==> src/rtl/iwt_pkg.sv <==
package iwt_pkg;

    localparam int IWT_CNT_W  = 16;
    localparam int IWT_SEL_W  = 3;
    localparam int IWT_TAP_LO = 11;
    localparam int IWT_N_TAPS = 5;

    typedef struct packed {
        logic pend;
        logic en;
        logic idle;
    } iwt_flags_t;

    // Map a period select onto a tap slot; large selects saturate at the top slot.
    function automatic int unsigned tap_slot(int unsigned sel, int unsigned n_taps);
        return (sel >= n_taps - 1) ? (n_taps - 1) : sel;
    endfunction

endpackage

==> src/rtl/iwt_counter.sv <==
module iwt_counter #(
    parameter int CNT_W = 16
) (
    input  logic             clk,
    input  logic             rst,
    input  logic             step,
    output logic [CNT_W-1:0] cnt
);

    always_ff @(posedge clk) begin
        if (rst)
            cnt <= '1;
        else if (step)
            cnt <= cnt - CNT_W'(1);
    end


    cnt_step_chk: assert property (@(posedge clk) disable iff (rst)
        step |=> cnt == CNT_W'($past(cnt) - CNT_W'(1)));


    cnt_hold_chk: assert property (@(posedge clk) disable iff (rst)
        !step |=> $stable(cnt));

endmodule

==> src/rtl/iwt_tap_detect.sv <==
module iwt_tap_detect
    import iwt_pkg::*;
#(
    parameter int CNT_W  = 16,
    parameter int SEL_W  = 3,
    parameter int TAP_LO = 11,
    parameter int N_TAPS = 5
) (
    input  logic             clk,
    input  logic             rst,
    input  logic             step,
    input  logic [SEL_W-1:0] sel,
    input  logic [CNT_W-1:0] cnt,
    output logic             evt
);

    localparam int IDX_W  = (N_TAPS > 1) ? $clog2(N_TAPS) : 1;
    localparam int SLOTS  = 1 << IDX_W;

    logic [SLOTS-1:0] taps;
    logic [IDX_W-1:0] idx;
    logic             cur;
    logic             prev;

    for (genvar g = 0; g < SLOTS; g++) begin : g_tap
        localparam int BIT = TAP_LO + ((g < N_TAPS) ? g : (N_TAPS - 1));
        assign taps[g] = cnt[BIT];
    end

    always_comb begin
        idx = IDX_W'(tap_slot(32'(sel), N_TAPS));
        cur = taps[idx];
    end

    always_ff @(posedge clk) begin
        if (rst)
            prev <= 1'b0;
        else if (step)
            prev <= cur;
    end

    assign evt = step & prev & ~cur;

    // Select in force at the last sample, kept for the alignment check below.
    logic [IDX_W-1:0] idx_q;
    logic [CNT_W-1:0] low_mask;

    always_ff @(posedge clk) begin
        if (rst)
            idx_q <= '0;
        else if (step)
            idx_q <= idx;
    end

    always_comb low_mask = (CNT_W'(1) << (TAP_LO + 32'(idx))) - CNT_W'(1);


    tap_align_chk: assert property (@(posedge clk) disable iff (rst)
        (evt && idx == idx_q) |-> ((cnt & low_mask) == low_mask));


    no_evt_idle_chk: assert property (@(posedge clk) disable iff (rst)
        !step |=> $stable(prev));

endmodule

==> src/rtl/iwt_flags.sv <==
module iwt_flags
    import iwt_pkg::*;
(
    input  logic clk,
    input  logic rst,
    input  logic evt,
    input  logic pend_clr,
    input  logic en_wr,
    input  logic en_wdata,
    input  logic idle_set,
    input  logic gie,
    output logic pend,
    output logic en,
    output logic idle,
    output logic irq
);

    iwt_flags_t st;

    always_ff @(posedge clk) begin
        if (rst) begin
            st <= '0;
        end else begin
            if (evt)
                st.pend <= 1'b1;
            else if (pend_clr)
                st.pend <= 1'b0;

            if (en_wr)
                st.en <= en_wdata;

            if (evt)
                st.idle <= 1'b0;
            else if (idle_set)
                st.idle <= 1'b1;
        end
    end

    assign pend = st.pend;
    assign en   = st.en;
    assign idle = st.idle;
    assign irq  = st.pend & st.en & gie;


    pend_set_chk: assert property (@(posedge clk) disable iff (rst)
        evt |=> pend);


    pend_clr_chk: assert property (@(posedge clk) disable iff (rst)
        (!evt && pend_clr) |=> !pend);


    idle_drop_chk: assert property (@(posedge clk) disable iff (rst)
        evt |=> !idle);


    idle_set_chk: assert property (@(posedge clk) disable iff (rst)
        (!evt && idle_set) |=> idle);


    en_hold_chk: assert property (@(posedge clk) disable iff (rst)
        !en_wr |=> $stable(en));

endmodule

==> src/rtl/idle_wake_timer.sv <==
module idle_wake_timer
    import iwt_pkg::*;
#(
    parameter int CNT_W  = IWT_CNT_W,
    parameter int SEL_W  = IWT_SEL_W,
    parameter int TAP_LO = IWT_TAP_LO,
    parameter int N_TAPS = IWT_N_TAPS
) (
    input  logic             clk,
    input  logic             rst,
    input  logic             cyc_stb,
    input  logic [SEL_W-1:0] per_sel,
    input  logic             en_wr,
    input  logic             en_wdata,
    input  logic             pend_clr,
    input  logic             gie,
    input  logic             idle_set,
    output logic             pend,
    output logic             tmr_en,
    output logic             irq,
    output logic             idle_req
);

    logic [CNT_W-1:0] cnt;
    logic             evt;

    iwt_counter #(.CNT_W(CNT_W)) u_cnt (
        .clk  (clk),
        .rst  (rst),
        .step (cyc_stb),
        .cnt  (cnt)
    );

    iwt_tap_detect #(
        .CNT_W  (CNT_W),
        .SEL_W  (SEL_W),
        .TAP_LO (TAP_LO),
        .N_TAPS (N_TAPS)
    ) u_tap (
        .clk  (clk),
        .rst  (rst),
        .step (cyc_stb),
        .sel  (per_sel),
        .cnt  (cnt),
        .evt  (evt)
    );

    iwt_flags u_flags (
        .clk      (clk),
        .rst      (rst),
        .evt      (evt),
        .pend_clr (pend_clr),
        .en_wr    (en_wr),
        .en_wdata (en_wdata),
        .idle_set (idle_set),
        .gie      (gie),
        .pend     (pend),
        .en       (tmr_en),
        .idle     (idle_req),
        .irq      (irq)
    );


    quiet_without_strobe_chk: assert property (@(posedge clk) disable iff (rst)
        (!cyc_stb && !pend_clr) |=> $stable(pend));

endmodule

==> config.mk <==
export PLATFORM = sky130hd
export DESIGN_NAME = idle_wake_timer
export DESIGN_NICKNAME = d
export VERILOG_FILES = /design/src/rtl/iwt_pkg.sv /design/src/rtl/iwt_counter.sv /design/src/rtl/iwt_tap_detect.sv /design/src/rtl/iwt_flags.sv /design/src/rtl/idle_wake_timer.sv
export SDC_FILE = /design/constraint.sdc
export NUM_CORES = 1
export LEC_CHECK = 0
export CAP_MARGIN = 40
export CORE_MARGIN = 1
export CORE_UTILIZATION = 55
export DETAILED_ROUTE_END_ITERATION = 12
export GPL_TIMING_DRIVEN = 0
export PLACE_DENSITY = 0.82
export SYNTH_ARGS = -nofsm -noshare
export SYNTH_HDL_FRONTEND = slang
export SYNTH_HIERARCHICAL = 1
export SYNTH_SLANG_ARGS = --single-unit
==> constraint.sdc <==
create_clock -name clk -period 3.7 [get_ports clk]
set_clock_uncertainty 0.1 [all_clocks]
set_input_delay 0.74 -clock clk [delete_from_list [all_inputs] [get_ports clk]]
set_output_delay 0.74 -clock clk [all_outputs]
set_load 0.01 [all_outputs]
==> impl_metrics.ini <==
[die]
initial_core_util = 0.606
rows = 14
fp.coreArea_sq_mm = 0.00154
die_w_microns = 43.2
die_area_sq_mm = 0.00187
pin_count = 15
die_height_microns = 43.2

[cts]
postCtsSetupBuffers = 0
clock_latency_ps = 300
h-tree-depth = 1
ctsResizeCount = 0
tritoncts = yes
path_clk_slew_ps = 120
numCtsBuffers = 3
cts_buffer_depth = 2
root_buffer = clkbuf_4
ctsHoldBuffers = 0
cts.sink_count = 20

[place]
dp.cells = 131
placed_area_sq_mm = 0.00109
portBuffers = 14
hpwl_microns = 1270
gp_congestion = 0.759

[global_routing]
grt_max_degree = 15
antenna_found_initial = 0
grt_pass1_wl_microns = 3010
grt_pass1_vias = 732
grt_overflow = 0
track_usage = 0.217

[status]
status = completed

[hold_path]
hold_class = reg -> reg

[synthesis]
syn_nets = 113
synth_edf_count = 0
ys.flop_type = dfxtp_1
ys_types = 30
syn_avg_cell_area_sq_um = 9.25
yosysMostFrequentCell = dfxtp_1
synthTopCellsByCount = dfxtp_1 (20), nand2b_1 (10), nor2_1 (10)
seq_area_frac_synth = 0.428
postSynth.asyncResetShare = 0
synth.area.top_cells = dfxtp_1 (43%), nand2b_1 (6.7%), mux2i_1 (6.4%)
ys_ff_latch = 20
yosysTopAreaCellShare = 0.428
netlist_area_sq_um = 935
synth_top_cell_by_area = dfxtp_1
syn_inst = 101
yosys_warnings = 6

[critical_path]
rrSetupSlack_ps = 1500
cp.arrival_ps = 3040
required_ps = 3800
worstSetupPathType = in -> reg
critPathLaunchType = input pin
cp-end-kind = flip-flop
worst-path-max-fanout = 11

[timing]
whs_ps = 420
min_period_ps = 2940
slew_viol_final = 0
maxSlewHeadroom = 0.479
period_share = 0.795
max_freq_mhz = 340
setup-tns-final_ps = 0
hold_viol = 0
worst_pin_slew_ps = 771
setup_viol = 0
rsz0062_at_grt = false

[detailed_routing]
drt_drc_violations_left = 0
drt_iter0_markers = 11
wl_per_cell_microns = 13.0
via_per_inst = 5.59
drt_pass1_iterations = 4
antenna_left = 0
vias = 754
drt_wl_total_microns = 1760

[finish]
fin_cells = 135
fin_area_sq_mm = 0.00113
diodes = 0
layout-drive-gt1-share = 0.0672
seq_area_sq_um = 400
final_nets = 132
fillers = 130
syn2layout_area_growth_pct = 21.0
multi_input_area_sq_um = 514

[power_and_ir_drop]
power.density_mw_per_mm2 = 343
peakVddDrop_v = 0.000235
p_leak_uw = 0.000403

[job]
max_cap_violations = 0
-- kinds of logic (layout without fill, tap and decap cells) --
| family | count (synthesis) | in the layout | synth area share |
|---|---|---|---|
| xor gates and xnor gates | 8 | 8 | 0.0750 |
| adders and majority gates | 1 | 1 | 0.0134 |
| buffers and inverters | 5 | 23 | 0.0214 |
| muxes | 6 | 6 | 0.0643 |
| and+or+nand+nor | 54 | 54 | 0.345 |
| DFF | 20 | 20 | 0.428 |
| AOI/OAI and AO/OA | 7 | 7 | 0.0522 |
-- final timing paths --
path	start	to	cells after the start
setup / recovery	cyc_stb	u_cnt/cnt[13]$_SDFFE_PP1P_	5
hold / removal	u_flags/pend$_SDFFE_PP0P_	u_flags/pend$_SDFFE_PP0P_	2
setup reg to reg	u_cnt/cnt[5]$_SDFFE_PP1P_	u_cnt/cnt[13]$_SDFFE_PP1P_	5
hold reg to reg	u_flags/pend$_SDFFE_PP0P_	u_flags/pend$_SDFFE_PP0P_	2
-- where the power goes --
group | internal [uW] | total, uW | switching [uW]
Sequential | 220 | 224 | 3.50
Clock | 60.0 | 127 | 67.4
Combinational | 21.9 | 37.5 | 15.6
Total | 302 | 389 | 86.5
-- layout make-up --
type / count / area share
flip-flops and latches: 20 / 0.354
plain buffers: 2 / 0.00774
repair buffers: 14 / 0.124
inverters: 3 / 0.00996
well taps: 16 / 0.0177
clock buffers: 4 / 0.0321
multi-input cells: 76 / 0.455
-- layer usage --
metal / vias to the layer above / global-route usage / routed length [microns]
li1: 390 / - / -
met5: - / 0 / 0
met3: 2 / 0.0638 / 63
met2: 15 / 0.373 / 860
met4: 0 / 0.0545 / 13
met1: 347 / 0.263 / 822
-- through the flow --
step                utilization  power, uW  setup WS (ps)
floorplan                     -        245           1440
global placement          0.710        265            494
detailed placement        0.710        266            510
CTS                       0.734        391            820
global route              0.734        408            481
finish                    0.734        389            759
-- state kept, by name, indices dropped and copies added (netlist names) --
signal,cells
u_flags/en,1
u_flags/idle,1
u_cnt/cnt,16
u_flags/pend,1
u_tap/prev,1
-- cells in the final DEF, fill, tap and decap left out, types with 2 or more instances in the layout --
master	netlist	routed
and3_1	2	2
clkbuf_4	0	3
clkdlybuf4s50_1	0	14
dfxtp_1	20	20
inv_1	3	3
mux2i_1	6	6
nand2_1	6	6
nand2b_1	10	10
nand3_1	2	2
nand4b_1	2	2
nor2_1	10	10
nor2b_1	3	3
nor3_1	5	5
nor4_1	4	4
nor4b_1	3	3
o21ai_0	2	2
o31a_1	2	2
xnor2_1	4	4
xor2_1	4	4
-- worst max-delay path, stage by stage --
cell and delay, ps:
clkdlybuf4s50_1 670, nor4b_1 680, nand2_1 310, o31a_1 340, or3_1 290
No activity file was read; power rests on OpenSTA's default activity.
